===== src/rtl/dgw_pkg.sv =====
package dgw_pkg;

    typedef enum logic [0:0] {
        ST_IDLE = 1'b0,
        ST_QUAL = 1'b1
    } dgw_state_e;

endpackage


===== src/rtl/dgw_prescale.sv =====
module dgw_prescale #(
    parameter int SEL_W = 4
) (
    input  logic             clk,
    input  logic             rst_n,
    input  logic             clear,
    input  logic             run,
    input  logic [SEL_W-1:0] sel,
    output logic             tick
);
    localparam int PRE_W = (1 << SEL_W) - 1;

    logic [PRE_W-1:0] pcnt_q;
    logic [PRE_W-1:0] mask;

    always_comb begin
        mask = (PRE_W'(1) << sel) - PRE_W'(1);
        tick = run && ((pcnt_q & mask) == mask);
    end

    always_ff @(posedge clk or negedge rst_n) begin
        if (!rst_n) begin
            pcnt_q <= '0;
        end else if (clear) begin
            pcnt_q <= '0;
        end else if (run) begin
            pcnt_q <= tick ? '0 : pcnt_q + PRE_W'(1);
        end
    end

    // a cleared prescaler restarts from zero
    p_clear_zero_r6: assert property (@(posedge clk) disable iff (!rst_n)
        clear |=> (pcnt_q == '0));

endmodule


===== src/rtl/dgw_stab_count.sv =====
module dgw_stab_count #(
    parameter int CNT_W = 4
) (
    input  logic             clk,
    input  logic             rst_n,
    input  logic             clear,
    input  logic             tick,
    input  logic [CNT_W-1:0] cnt,
    output logic             done
);
    localparam logic [CNT_W:0] ONE = (CNT_W+1)'(1);

    logic [CNT_W-1:0] scnt_q;
    logic [CNT_W:0]   scnt_inc;

    always_comb begin
        scnt_inc = {1'b0, scnt_q} + ONE;
        done     = tick && (scnt_inc == {1'b0, cnt});
    end

    always_ff @(posedge clk or negedge rst_n) begin
        if (!rst_n) begin
            scnt_q <= '0;
        end else if (clear) begin
            scnt_q <= '0;
        end else if (tick) begin
            scnt_q <= scnt_inc[CNT_W-1:0];
        end
    end

    // the stability count moves only on prescaler ticks
    p_tick_only_r5: assert property (@(posedge clk) disable iff (!rst_n)
        (!tick && !clear) |=> $stable(scnt_q));

endmodule


===== src/rtl/deglitch_window.sv =====
module deglitch_window #(
    parameter int CNT_W = 4,
    parameter int SEL_W = 4
) (
    input  logic             clk,
    input  logic             rst_n,
    input  logic             raw_in,
    input  logic [CNT_W-1:0] cfg_cnt,
    input  logic [SEL_W-1:0] cfg_sel,
    output logic             filt_out
);
    import dgw_pkg::*;

    localparam int CFG_W = CNT_W + SEL_W;

    dgw_state_e       state_q, state_n;
    logic             filt_q, filt_n;
    logic [CFG_W-1:0] cfg_q;
    logic             cfg_chg;
    logic             differ;
    logic             run, clr;
    logic             tick, done;

    always_comb begin
        cfg_chg = ({cfg_cnt, cfg_sel} != cfg_q);
        differ  = (raw_in != filt_q);
        run     = (state_q == ST_QUAL) && !cfg_chg && differ;
        clr     = !run;
    end

    dgw_prescale #(.SEL_W(SEL_W)) u_pre (
        .clk   (clk),
        .rst_n (rst_n),
        .clear (clr),
        .run   (run),
        .sel   (cfg_sel),
        .tick  (tick)
    );

    dgw_stab_count #(.CNT_W(CNT_W)) u_stab (
        .clk   (clk),
        .rst_n (rst_n),
        .clear (clr),
        .tick  (tick),
        .cnt   (cfg_cnt),
        .done  (done)
    );

    // next state and next output
    always_comb begin
        state_n = state_q;
        filt_n  = filt_q;
        unique case (state_q)
            ST_IDLE: begin
                if (cfg_chg) begin
                    state_n = ST_IDLE;               // restart
                end else if (differ) begin
                    if (cfg_cnt == '0) begin
                        filt_n = raw_in;             // pass
                    end else begin
                        state_n = ST_QUAL;           // start
                    end
                end
            end
            ST_QUAL: begin
                if (cfg_chg) begin
                    state_n = ST_IDLE;               // restart
                end else if (!differ) begin
                    state_n = ST_IDLE;               // abort
                end else if (done) begin
                    state_n = ST_IDLE;               // accept
                    filt_n  = raw_in;
                end
            end
            default: state_n = ST_IDLE;
        endcase
    end

    // state register
    always_ff @(posedge clk or negedge rst_n) begin
        if (!rst_n) begin
            state_q <= ST_IDLE;
            cfg_q   <= '0;
        end else begin
            state_q <= state_n;
            cfg_q   <= {cfg_cnt, cfg_sel};
        end
    end

    // output register
    always_ff @(posedge clk or negedge rst_n) begin
        if (!rst_n) begin
            filt_q <= 1'b0;
        end else begin
            filt_q <= filt_n;
        end
    end

    assign filt_out = filt_q;

    // a configuration change never moves the output
    p_cfg_hold_r7: assert property (@(posedge clk) disable iff (!rst_n)
        cfg_chg |=> $stable(filt_out));

    // raw input returning during qualification aborts with output held
    p_abort_r6: assert property (@(posedge clk) disable iff (!rst_n)
        (state_q == ST_QUAL && !differ && !cfg_chg) |=> (state_q == ST_IDLE && $stable(filt_out)));

    // zero count copies the raw level one clock later
    p_bypass_r4: assert property (@(posedge clk) disable iff (!rst_n)
        (state_q == ST_IDLE && cfg_cnt == '0 && !cfg_chg) |=> (filt_out == $past(raw_in)));

    // every output change carries the sampled raw level
    p_src_level_r8: assert property (@(posedge clk) disable iff (!rst_n)
        !$stable(filt_out) |-> (filt_out == $past(raw_in)));

endmodule


===== config.mk =====
export PLATFORM = sky130hd
export DESIGN_NAME = deglitch_window
export DESIGN_NICKNAME = d
export VERILOG_FILES = /design/src/rtl/dgw_pkg.sv /design/src/rtl/dgw_prescale.sv /design/src/rtl/dgw_stab_count.sv /design/src/rtl/deglitch_window.sv
export SDC_FILE = /design/constraint.sdc
export NUM_CORES = 1
export LEC_CHECK = 0
export BUFFER_PORTS_ARGS = -buffer_cell sky130_fd_sc_hd__buf_2
export CELL_PAD_IN_SITES_DETAIL_PLACEMENT = 1
export CELL_PAD_IN_SITES_GLOBAL_PLACEMENT = 1
export CORE_ASPECT_RATIO = 2
export CORE_UTILIZATION = 41
export DETAILED_ROUTE_END_ITERATION = 16
export PLACE_DENSITY = 0.84
export SYNTH_ARGS = -nofsm -noshare
export SYNTH_HDL_FRONTEND = slang
export SYNTH_SLANG_ARGS = --single-unit

===== constraint.sdc =====
create_clock -name clk -period 1.9 [get_ports clk]
set_clock_uncertainty 0.1 [all_clocks]
set_input_delay 0.38 -clock clk [delete_from_list [all_inputs] [get_ports clk]]
set_output_delay 0.38 -clock clk [all_outputs]
set_load 0.1 [all_outputs]

# ---- After elaboration in Yosys (flattened, before gate mapping)
# Index checks and enable logic that the tools add are counted.
dict set report word_totals {
  ff_bits 29
  wordCells 47
  out_inout_bits 1
  inputBits 11
}
dict set report classes {
  reduce_logical 7
  addsub 3
  bitwise 2
  shift 1
  n_mux 18
  eq_ne 11
}
# op count
set ops {}
lappend ops {{15-bit 2-to-1 mux} 2}
lappend ops {{15-bit by 1-bit adder with 15-bit output (second input constant)} 1}
lappend ops {{15-bit AND} 1}
lappend ops {{15-bit equality test} 1}
lappend ops {{1-bit by 4-bit << shifter with 15-bit output (first input constant)} 1}
lappend ops {{15-bit by 2-bit subtractor with 15-bit output (second input constant)} 1}
lappend ops {{1-bit 2-to-1 mux} 12}
lappend ops {{2-bit inequality test (second input constant)} 5}
lappend ops {{4-bit 2-to-1 mux} 2}
lappend ops {{8-bit inequality test} 1}
lappend ops {{6-bit AND reduction} 1}
lappend ops {{4-bit by 1-bit adder with 5-bit output (second input constant)} 1}
lappend ops {{5-bit by 4-bit equality test with 1-bit output} 1}
lappend ops {{1-bit logical AND} 4}
lappend ops {{4-bit zero test} 1}
lappend ops {{2-bit by 1-bit inequality test with 1-bit output (second input constant)} 2}
lappend ops {{1-bit case mux with 2 select lines} 2}
lappend ops {{1-bit zero test} 1}
lappend ops {{1-bit inequality test} 1}
lappend ops {{1-bit inverter} 1}

# ---- Depth between registers and ports, before layout
# Gate-level depths: netlist of the first run.
dict set report depth {
  depth_word 10
  mapped_depth 11
  depth_no_buf 9
}

# ---- Hierarchy
# Synthesis of the first run repeated with hierarchy kept, for this count alone.
dict set report unflattened {
  hier_cells 190
  area_unflattened_um2 1858.0
}
# module area_per_inst_um2 seq_area_each_um2 cells_per_inst instances
set by_module_without_submodules {}
lappend by_module_without_submodules {dgw_prescale 1183.6 375.4 134 1}
lappend by_module_without_submodules {deglitch_window 426.7 250.2 31 1}
lappend by_module_without_submodules {dgw_stab_count 247.7 100.1 25 1}

# ---- Least setup slack after synthesis of the first run
# No wires, ideal clock.
dict set report synth_timing {
  path_type {input -> register}
  startpoint {in cfg_sel[3]}
  endpoint {reg filt_q, in the netlist filt_out}
  setup_slack_ns -0.927
  required_ns 1.719
  setup_ns 0.081
  stages 8
  path_buffers 0
  arrival_time_ns 2.646
  cell_sequence {or4_4 ha_1 inv_1 o22ai_1 a2111oi_0 nand4_2 nor4_2 mux2i_1}
}
dict set report synth_between {
  elab_chain_cells 8
  word_cells_on_any_way 14
  cone_classes {1 x add/sub; 5 x eq/ne; 1 x shift; 1 x bitwise; 6 x reduce/logical}
}
# item line_no
set synth_rtl {}
lappend synth_rtl {{start, declared} deglitch_window.sv:9} ;# input logic [SEL_W-1:0] cfg_sel,
lappend synth_rtl {{1-bit by 4-bit << shifter with 15-bit output or 8-bit inequality test (tied branches)} {dgw_prescale.sv:17, deglitch_window.sv:25}}
lappend synth_rtl {{15-bit by 2-bit subtractor with 15-bit output or 1-bit zero test (tied branches)} {dgw_prescale.sv:17, deglitch_window.sv:27}}
lappend synth_rtl {{15-bit AND or 1-bit logical AND (tied branches)} {dgw_prescale.sv:18, deglitch_window.sv:27}}
lappend synth_rtl {{15-bit equality test or 1-bit logical AND (tied branches)} {dgw_prescale.sv:18, deglitch_window.sv:27}}
lappend synth_rtl {{1-bit logical AND} dgw_prescale.sv:18} ;# tick = run && ((pcnt_q & mask) == mask);
lappend synth_rtl {{1-bit logical AND} dgw_stab_count.sv:18} ;# done = tick && (scnt_inc == {1'b0, cnt});
lappend synth_rtl {{2-bit by 1-bit inequality test with 1-bit output (no line)} -}
lappend synth_rtl {{6-bit AND reduction (no line) *} -}
lappend synth_rtl {{end signal, assigned} deglitch_window.sv:95} ;# filt_q <= filt_n;
lappend synth_rtl {{end, declared} deglitch_window.sv:17} ;# logic filt_q, filt_n;
# Every way passes the cells marked *; elsewhere a longest branch is shown, timed or not.
# A chain may end at the register's enable or synchronous reset.

# ---- Worst setup path after layout of the first run
dict set report layout_timing {
  startpoint {in cfg_sel[3]}
  endpoint {reg u_stab.scnt_q[0]}
}
dict set report layout_between {
  elab_chain_cells 6
  word_cells_on_any_way 11
  cone_classes {1 x add/sub; 3 x eq/ne; 1 x shift; 1 x mux; 1 x bitwise; 4 x reduce/logical}
}
# item line_no
set layout_rtl {}
lappend layout_rtl {{1-bit by 4-bit << shifter with 15-bit output or 8-bit inequality test (tied branches)} {dgw_prescale.sv:17, deglitch_window.sv:25}}
lappend layout_rtl {{15-bit by 2-bit subtractor with 15-bit output or 1-bit zero test (tied branches)} {dgw_prescale.sv:17, deglitch_window.sv:27}}
lappend layout_rtl {{15-bit AND or 1-bit logical AND (tied branches)} {dgw_prescale.sv:18, deglitch_window.sv:27}}
lappend layout_rtl {{15-bit equality test or 1-bit logical AND (tied branches)} {dgw_prescale.sv:18, deglitch_window.sv:27}}
lappend layout_rtl {{1-bit logical AND} dgw_prescale.sv:18}
lappend layout_rtl {{2-bit inequality test (no line)} -}
lappend layout_rtl {{end signal, assigned} dgw_stab_count.sv:27} ;# scnt_q <= scnt_inc[CNT_W-1:0];
lappend layout_rtl {{end, declared} dgw_stab_count.sv:13} ;# logic [CNT_W-1:0] scnt_q;
# Several ways; a longest one is shown, not always the timed one.

==> key figures, run 1 <==
CTS
  • CTS root buf: clkbuf_8
  • Max H-tree Level: 2
  • Clk_lat worst skew: 280 ps
  • CTS tree: yes
  • Clock Tree Buf Depth: 2
  • Post-CTS Hold Buffers: 0
  • CTS Sinks: 29
  • Num CTS Buffers: 5
  • Clk pin slew, worst setup/hold paths: 60 ps

Synthesis
  • Post-synth top area cell: dfrtp_1
  • EDFF count, synth: 0
  • Share of the yosys chip area belonging to registers: 43.9%
  • Synth area leaders: dfrtp_1 44%, xnor2_1 9.5%, nor2_1 5.9%, xor2_1 5.8%, mux2i_1 3.6%
  • Yosys Warn Count: 0
  • Top cells by count, synth: 29 x dfrtp_1, 26 x nor2_1, 18 x xnor2_1
  • Main synth FF type: dfrtp_1
  • Cell Area, Synth: 0.00165 mm^2
  • Flops & latches, synth: 29
  • Async SR Flop Fraction: 100%
  • Count leader, synth: dfrtp_1
  • Syn Inst Count: ~170
  • Cell variety after synth: 40
  • Mean Syn Cell Area: 9.55 um^2
  • Syn_nets: 187
  • Synth top area share: 43.9%

Power and ir drop
  • Pwr Density: 659 mW/mm^2
  • Pint: about 1.1 mW
  • Comb power frac: 10.1%
  • Sw Share: between 20% and 30%
  • Sw Pwr: roughly 0.32 mW
  • Leakage Power: 0.918 nW
  • Sequential power share: 44.1%
  • Clock Power Share: 45.8%
  • Total Power Consumption: roughly 1.4 mW
  • Worst VDD drop: 0.534 mV

Die
  • I/O pin count: 12
  • Initial Util: 43.0%
  • FP Rows: 32
  • Core area: between 0.003 and 0.004 mm^2
  • Die height: 91.8 um
  • Die W: 46.9 um
  • Die ar.: 0.00430 mm^2

Routing
  • Post-Route WL: 4920 um
  • Vias: 1455
  • Initial drt markers: 24
  • Antenna-violating nets left: 0
  • Via density: about 5.6
  • DR pass1 iterations: 4
  • Routed WL per cell: 18.8 um
  • DRC violations left: 0

GRT
  • First-pass GRT wire length: approximately 7000 um
  • Vias in the first global route: 1562
  • Largest net degree at the start of global routing: 30
  • GRT Total Usage: 23.5%
  • Initial antenna violation count: 0
  • Grt ovf: 0

Worst hold path
  • Min-delay worst type: in -> async

Critical path
  • Cell family with most CP delay: simple AND/OR/NAND/NOR gates
  • Arrival time worst endpoint: 2620 ps
  • FF-to-FF End: u_stab.scnt_q[0]
  • Required time worst endpoint: 1960 ps
  • Reg2reg path depth: 9
  • Critical R2R Launch: u_pre.pcnt_q[12]
  • WP buf/inv: 4
  • Most used cell along the critical path: buf_6
  • Setup slack, reg-to-reg: -160 ps
  • CP max-delay cell: or4_4
  • CP Class: in -> reg
  • Startpoint type of the worst setup path: primary input
  • CP max FO: 7
  • Crit. End Element: flop
  • CP cell instances: buf_6, or4_4, ha_4, or3_1, a211oi_2, a2111oi_2, nand4_2, buf_6, buf_6, buf_6, xor2_1, nor2_1
  • CP max stage delay: roughly 550 ps

Timing
  • Final min period: 2560 ps
  • Setup-failing EPs final: 21
  • Slew Viols, Final: 0
  • Worst slew pin tran: between 600 and 700 ps
  • Tcrit/Tclk final: 135%
  • Slew HR: 55.0%
  • RSZ-0062 raised after global routing: true
  • Fmax: 391 MHz
  • Hold Fails Final Rpt: 0
  • Setup ws final: -658 ps

Final layout
  • Share of cells above drive strength 1: about a third
  • Layout area overhead: 31.6%
  • Layout Nets: roughly 220
  • Non-filler instance count after layout: between 200 and 300
  • # diodes: 0

Placement
  • Buffers on Ports: 11
  • Placed insts: 247
  • Routability cong.: about 0.83
  • Detail Placement HPWL: 3370 um

Outcome
  • Violated checks: negative setup slack
  • Run status: complete, but fails checks

Job
  • Max cap viols: 0
[how the worst max path moves through the flow]
stage                    start               end  slack, ps  depth (start not counted)
CTS                 cfg_sel[3]  u_stab.scnt_q[2]       -570                          9
global route        cfg_sel[3]  u_stab.scnt_q[0]       -730                         12
finish              cfg_sel[3]  u_stab.scnt_q[0]       -660                         12
global placement    cfg_sel[3]  u_stab.scnt_q[3]       -780                          9
floorplan           cfg_sel[3]  u_stab.scnt_q[2]       -660                          8
detailed placement  cfg_sel[3]  u_stab.scnt_q[2]       -890                          9
[state kept, by name (all words and copies together), names as in the netlist]
name           flops
u_pre.pcnt_q      15
filt_out           1
u_stab.scnt_q      4
state_q            1
cfg_q              8
[repair_timing]
| item | in CTS | in global routing |
|---|---|---|
| setup buffers | 2 | 3 |
| gates resized for setup | 0 | 26 |
| gates cloned | 0 | 1 |
| setup endpoints to repair | 21 | 21 |
| pin swaps | 2 | 5 |
[logic make-up after synthesis]
family                     synth area share (%)
AOI/OAI and AO/OA                          7.96
xor gates and xnor gates                   15.4
adders and majority gates                  2.27
buffers and inverters                      2.95
DFF                                        43.9
muxes                                      3.64
and+or+nand+nor                            23.9
[power by group through the flow]
stage / clock network [mW] / logic (mW) / registers [mW]
CTS: 0.668 / 0.136 / 0.631
detailed placement: 0 / 0.135 / 0.643
finish: 0.656 / 0.145 / 0.631
global route: 0.698 / 0.157 / 0.631
global placement: 0 / 0.127 / 0.642
floorplan: 0 / 0.0698 / 0.644
[cell type report]
class                   count  area [um^2]
flip-flops and latches     29          726
multi-input cells         134         1000
clock buffers               7         86.3
repair buffers             33          241
well taps                  51         63.8
clock inverters             1         30.0
fillers                   441         1670
inverters                   6         25.0
[placed cells by master (no fill, tap or decap), drive strengths merged, types with 2 or more instances in the layout]
cell / n
nor2: 26
or3: 3
buf: 33
clkbuf: 7
nand3: 11
o21ai: 5
inv: 6
xor2: 11
mux2i: 6
nand3b: 2
nand2: 8
ha: 3
dfrtp: 29
a21oi: 4
or4: 2
nand2b: 6
and3: 3
o22ai: 2
xnor2: 18
or2: 2
nor3: 3
nand4: 4
[per-stage QoR]
| step | instance area, um^2 | setup slack, ps | hold slack (ps) | TNS (ps) | util, % |
|---|---|---|---|---|---|
| 2_1_floorplan | 1700 | -660 | -15.6 | -11000 | - |
| 3_3_place_gp | 1920 | -778 | 329 | -15780 | 49.9 |
| 3_5_place_dp | 1920 | -894 | 340 | -17740 | 49.9 |
| 4_1_cts | 2050 | -574 | 34.1 | -10840 | 53.3 |
| 5_1_grt | 2170 | -732 | 78.4 | -13540 | 56.5 |
| 6_report | 2170 | -658 | 31.5 | -11120 | 56.5 |
[per-layer routing]
metal | vias to the layer above | track usage (%) | wire [um]
met1 | 753 | 20.0 | 1620
met4 | 0 | 12.9 | 196
li1 | 668 | - | -
met2 | 20 | 44.8 | 3030
met5 | - | 0 | 0
met3 | 14 | 4.33 | 65
(Power assumes the default switching activity.)
==> inputs of run 2 (changes only) <==
Settings changed: CORE_UTILIZATION 41 to 46, GPL_ROUTABILITY_DRIVEN set to 0, PLACE_DENSITY 0.84 to 0.88, SLEW_MARGIN set to 5.
Clock period 1.9 ns to 2.9 ns, I/O delays scaled along.
==> key figures, run 2 (synthesized netlist as in run 1, its figures left out) <==
Outcome
  • Run status: complete, no violations (was complete, but fails checks)

Final layout
  • Leading cell type in the layout, fill and taps excluded: dfrtp_1 (unchanged)
  • Number of flip-flops under the largest register name: 15 (unchanged)
  • Filler cell count: 402 (was 441)
  • Most frequent cells in the layout: 29 x dfrtp_1, 26 x nor2_1, 18 x xnor2_1 (was 29 x dfrtp_1, 18 x xnor2_1, 18 x buf_4)
  • Design area: 0.00193 mm^2 (was 0.00217 mm^2)
  • Layout area overhead: 17.0% (was 31.6%)
  • # diodes: 0 (unchanged)
  • Largest regs: u_pre.pcnt_q x15, cfg_q x8, u_stab.scnt_q x4 (unchanged)
  • Final Util: 56.6% (was 56.5%)
  • Largest reg by FF count: u_pre.pcnt_q (unchanged)
  • Share of cells above drive strength 1: 17.3% (was 32.9%)
  • Non-filler instance count after layout: 245 (was 261)
  • Layout Nets: 210 (was 223)

Worst hold path
  • Min-delay worst type: in -> async (unchanged)

CTS
  • CTS Sinks: 29 (unchanged)
  • Num CTS Buffers: 5 (unchanged)
  • Post-CTS Hold Buffers: 0 (unchanged)
  • Clk pin slew, worst setup/hold paths: 60 ps (about the same)
  • Clock Tree Buf Depth: 2 (unchanged)
  • CTS tree: yes (unchanged)
  • Clk_lat worst skew: 280 ps (about the same)
  • CTS root buf: clkbuf_8 (unchanged)
  • Max H-tree Level: 2 (unchanged)

Routing
  • Post-Route WL: 4170 um (was 4920 um)
  • Routed WL per cell: 17.0 um (was 18.8 um)
  • Antenna-violating nets left: 0 (unchanged)
  • Via density: 5.60 (was 5.57)
  • Initial drt markers: 19 (was 24)
  • Vias: 1373 (was 1455)
  • DRC violations left: 0 (unchanged)
  • DR pass1 iterations: 4 (unchanged)

Placement
  • Pre-CTS setup slack: -181 ps (was -894 ps)
  • Detail Placement HPWL: 3150 um (was 3370 um)
  • Post-DP Area: 0.00184 mm^2 (was 0.00192 mm^2)
  • Placed insts: 236 (was 247)
  • Buffers on Ports: 11 (unchanged)

GRT
  • Initial antenna violation count: 0 (unchanged)
  • Largest net degree at the start of global routing: 30 (unchanged)
  • GRT Total Usage: 24.7% (was 23.5%)
  • Vias in the first global route: 1492 (was 1562)
  • First-pass GRT wire length: 6960 um (was 7020 um)
  • Grt ovf: 0 (unchanged)

Timing
  • Setup-failing EPs final: 0 (was 21)
  • Fmax: 364 MHz
  • RSZ-0062 raised after global routing: false (was true)
  • Worst slew pin tran: 646 ps (was 674 ps)
  • Hold Fails Final Rpt: 0 (unchanged)
  • Slew HR: 56.9% (was 55.0%)
  • Tcrit/Tclk final: 94.8%
  • Slew Viols, Final: 0 (unchanged)
  • Setup ws final: 151 ps (was -658 ps)
  • Final min period: 2750 ps

Critical path
  • Required time worst endpoint: 3000 ps (was 1960 ps)
  • CP max-delay cell: or4_4 (unchanged)
  • CP max FO: 7 (unchanged)
  • WP buf/inv: 3 (was 4)
  • Arrival time worst endpoint: 2850 ps (was 2620 ps)
  • Startpoint type of the worst setup path: primary input (unchanged)
  • CP Class: in -> reg (unchanged)
  • Cell family with most CP delay: simple AND/OR/NAND/NOR gates (unchanged)
  • CP max stage delay: 540 ps (was 550 ps)
  • Crit. End Element: flop (unchanged)
  • CP cell instances: buf_2, or4_4, ha_2, inv_1, o22ai_1, a2111oi_2, nand4_2, buf_4, or3_1, a21oi_1 (was buf_6, or4_4, ha_4, or3_1, a211oi_2, a2111oi_2, nand4_2, buf_6, buf_6, buf_6, xor2_1, nor2_1)

Power and ir drop
  • Worst VDD drop: 0.319 mV (was 0.534 mV)
  • Pwr Density: 417 mW/mm^2 (was 659 mW/mm^2)
  • Leakage Power: 0.810 nW (was 0.918 nW)

Die
  • Die ar.: 0.00385 mm^2 (was 0.00430 mm^2)
  • FP Rows: 30 (was 32)
  • Initial Util: 48.4% (was 43.0%)
  • Core area: 0.00342 mm^2 (was 0.00384 mm^2)
  • Die height: 86.7 um (was 91.8 um)
  • Die W: 44.4 um (was 46.9 um)
  • I/O pin count: 12 (unchanged)

Job
  • Max cap viols: 0 (unchanged)
-- run 2: cell count changes in the layout (fill, tap and decap cells not counted), sizes merged --
cell,before,now
buf,33,21
bufinv,1,0
clkbuf,7,8
nand2b,6,5
-- run 2: layout make-up --
class	count	area, um^2	area share, %
multi-input cells	133	901	46.6
flip-flops and latches	29	726	37.6
repair buffers	21	143	7.38
clock buffers	8	80.1	4.15
well taps	48	60.1	3.11
inverters	6	22.5	1.17
-- run 2: stage by stage --
| stage | setup TNS, ps | hold WS, ps | power (mW) |
|---|---|---|---|
| floorplan | 0 | 184 | 0.465 |
| global placement | -580 | 440 | 0.495 |
| detailed placement | -2290 | 453 | 0.501 |
| CTS | 0 | 243 | 0.815 |
| global route | 0 | 272 | 0.840 |
| finish | 0 | 222 | 0.806 |
-- run 2: path summary, 6_finish.rpt --
check / cells past startpoint / slack [ps] / endpoint / from
worst max-delay path: 10 / 150 / u_stab.scnt_q[3] / cfg_sel[3]
worst min-delay path: 1 / 220 / cfg_q[7] / rst_n
worst max register to register: 7 / 800 / u_stab.scnt_q[3] / u_pre.pcnt_q[0]
worst min register to register: 2 / 490 / u_pre.pcnt_q[12] / u_pre.pcnt_q[12]
max in group asynchronous: 1 / 2050 / u_pre.pcnt_q[8] / rst_n
min in group clk: 1 / 380 / cfg_q[7] / cfg_cnt[3]
-- run 2: worst reg2reg max path: stages (launching register included) --
cell and delay (ps):
dfrtp_1 470, nor2b_1 170, a21boi_1 80, a222oi_1 400, nand4_2 140, buf_4 190
or3_1 340, a21oi_1 150
-- run 2: repair_timing --
action | in CTS | in global routing
setup endpoints to repair | 0 | 3
resized for setup | 0 | 2
setup buffers | 0 | 1
-- run 2: power by group --
part,internal (mW),switching (mW)
Sequential,0.411,0.00312
Clock,0.170,0.140
Combinational,0.0333,0.0485
-- run 2: routing by layer --
layer  routed length (um)  up-vias  part of all wire [%]  GRT usage, %
li1                     -      641                     -             -
met1                 1420      700                    34          23.9
met2                 2570       22                    62          47.9
met3                   88       10                   2.1          4.17
met4                   96        0                   2.3          10.5
met5                    0        -                     0             0
==> inputs of run 3 (changes only) <==
Settings changed: BUFFER_PORTS_ARGS -buffer_cell sky130_fd_sc_hd__buf_2 to -buffer_cell sky130_fd_sc_hd__clkbuf_2.
==> key figures, run 3 (synthesized netlist as in run 1, its figures left out) <==
Power and ir drop
  • Pwr Density: 442 mW/mm^2 (was 417 mW/mm^2)
  • Total Power Consumption: 0.861 mW (was 0.806 mW)
  • Leakage Power: 0.824 nW (was 0.810 nW)
  • Worst VDD drop: 0.339 mV (was 0.319 mV)

Placement
  • Detail Placement HPWL: 3080 um (was 3150 um)
  • Pre-CTS setup slack: -209 ps (was -181 ps)
  • Buffers on Ports: 11 (unchanged)
  • Placed insts: 237 (was 236)

Final layout
  • Largest reg by FF count: u_pre.pcnt_q (unchanged)
  • Largest regs: u_pre.pcnt_q x15, cfg_q x8, u_stab.scnt_q x4 (unchanged)
  • # diodes: 0 (unchanged)
  • Layout area overhead: 17.9% (was 17.0%)
  • Most frequent cells in the layout: 29 x dfrtp_1, 26 x nor2_1, 18 x xnor2_1 (unchanged)
  • Layout Nets: 210 (unchanged)
  • Final Util: 57.0% (was 56.6%)
  • Register area: 726 um^2 (unchanged)
  • Number of flip-flops under the largest register name: 15 (unchanged)
  • Non-filler instance count after layout: 245 (unchanged)
  • Leading cell type in the layout, fill and taps excluded: dfrtp_1 (unchanged)
  • Multi-input logic area: 895 um^2 (was 901 um^2)
  • Share of cells above drive strength 1: 18.3% (was 17.3%)
  • Filler cell count: 394 (was 402)

GRT
  • Routing usage on met3: 4.58% (was 4.17%)
  • Grt ovf: 0 (unchanged)
  • First-pass GRT wire length: 7110 um (was 6960 um)
  • Busiest layer in global routing: met2 (unchanged)
  • Largest net degree at the start of global routing: 30 (unchanged)
  • GRT Total Usage: 25.8% (was 24.7%)
  • Met2 usage: 50.8% (was 47.9%)
  • Vias in the first global route: 1570 (was 1492)
  • M1 GR Usage: 22.4% (was 23.9%)
  • Initial antenna violation count: 0 (unchanged)

Timing
  • Setup-failing EPs final: 0 (unchanged)
  • RSZ-0062 raised after global routing: false (unchanged)
  • Setup ws final: 139 ps (was 151 ps)
  • Slew Viols, Final: 0 (unchanged)
  • Worst slew pin tran: 723 ps (was 646 ps)
  • Final min period: 2760 ps (was 2750 ps)
  • Fmax: 362 MHz (was 364 MHz)
  • Slew HR: 51.8% (was 56.9%)
  • Tcrit/Tclk final: 95.2% (was 94.8%)
  • Hold Fails Final Rpt: 0 (unchanged)

CTS
  • Num CTS Buffers: 5 (unchanged)
  • Clock Tree Buf Depth: 2 (unchanged)
  • CTS root buf: clkbuf_8 (unchanged)
  • Clk pin slew, worst setup/hold paths: 60 ps (about the same)
  • CTS Sinks: 29 (unchanged)
  • Clk_lat worst skew: 290 ps (was 280 ps)
  • Max H-tree Level: 2 (unchanged)
  • CTS tree: yes (unchanged)

Routing
  • Routed WL per cell: 16.7 um (was 17.0 um)
  • Vias: 1368 (was 1373)
  • Post-Route WL: 4090 um (was 4170 um)
  • DRC violations left: 0 (unchanged)
  • Via density: 5.58 (was 5.60)
  • Antenna-violating nets left: 0 (unchanged)
  • DR pass1 iterations: 4 (unchanged)
  • Initial drt markers: 20 (was 19)

Outcome
  • Run status: complete, no violations (unchanged)

Job
  • Max cap viols: 0 (unchanged)

Critical path
  • Crit. End Element: flop (unchanged)
  • CP Class: in -> reg (unchanged)
  • Startpoint type of the worst setup path: primary input (unchanged)
  • Arrival time worst endpoint: 2870 ps (was 2850 ps)
  • CP max FO: 7 (unchanged)
  • Required time worst endpoint: 3010 ps (was 3000 ps)

Die
  • Die W: 44.4 um (unchanged)
  • Die ar.: 0.00385 mm^2 (unchanged)
  • FP Rows: 30 (unchanged)
  • Die height: 86.7 um (unchanged)
  • Initial Util: 48.4% (unchanged)
  • Core area: 0.00342 mm^2 (unchanged)
  • I/O pin count: 12 (unchanged)

Worst hold path
  • Min-delay worst type: in -> async (unchanged)
-- run 3: cell count changes in the layout (fill, tap and decap cells not counted) --
cell | previous run | this run
a2bb2oi_1 | 0 | 1
a2bb2oi_2 | 1 | 0
buf_2 | 11 | 0
clkbuf_1 | 3 | 0
clkbuf_2 | 0 | 11
clkbuf_8 | 5 | 7
clkinv_2 | 0 | 1
-- run 3: metal layers --
layer / vias up / wire, um
met5: - / 0
met4: 0 / 132
met3: 11 / 106
met2: 26 / 2500
met1: 690 / 1350
li1: 641 / -
-- run 3: path summary, 6_finish.rpt --
kind | start | slack [ps] | to | cells past startpoint
hold / removal | rst_n | 240 | cfg_q[5] | 1
hold reg to reg | u_pre.pcnt_q[0] | 450 | u_pre.pcnt_q[0] | 1
min in group clk | cfg_cnt[3] | 370 | cfg_q[7] | 1
setup / recovery | cfg_sel[3] | 140 | u_stab.scnt_q[3] | 9
setup reg to reg | u_pre.pcnt_q[0] | 800 | u_stab.scnt_q[3] | 6
max in group asynchronous | rst_n | 1990 | u_pre.pcnt_q[7] | 1
-- run 3: metrics by stage --
step	cell area, um^2	setup TNS [ps]	hold WS (ps)
after floorplan	1670	0	184
after global placement	1840	-897	441
after detailed placement	1840	-2060	452
after CTS	1940	0	253
after global routing	1950	0	288
final	1950	0	237
-- run 3: repair_timing --
action / CTS / global route
resized for setup: 0 / 1
endpoints found under the setup margin: 0 / 4
hold buffers: 0 / 0
buffers inserted: 0 / 0
-- run 3: final cells by class --
| cell class | instances | area share (%) |
|---|---|---|
| Clock buffer | 7 | 4.95 |
| Clock inverter | 1 | 0.257 |
| Inverter | 6 | 1.16 |
| Multi-Input combinational cell | 133 | 46.0 |
| Sequential cell | 29 | 37.3 |
| Tap cell | 48 | 3.08 |
| Timing Repair Buffer | 21 | 7.33 |
-- run 3: worst max-delay path, cell delays in order --
cell and delay, ps:
clkbuf_2 90, or4_4 540, ha_2 240, inv_1 120, o22ai_1 110, a2111oi_2 360
nand4_2 260, or3_1 410, a21oi_1 150
-- run 3: power breakdown --
part	switching, mW	total [mW]	internal (mW)
logic	0.0476	0.0805	0.0329
clock network	0.153	0.367	0.214
registers	0.00293	0.414	0.411
total	0.204	0.861	0.657
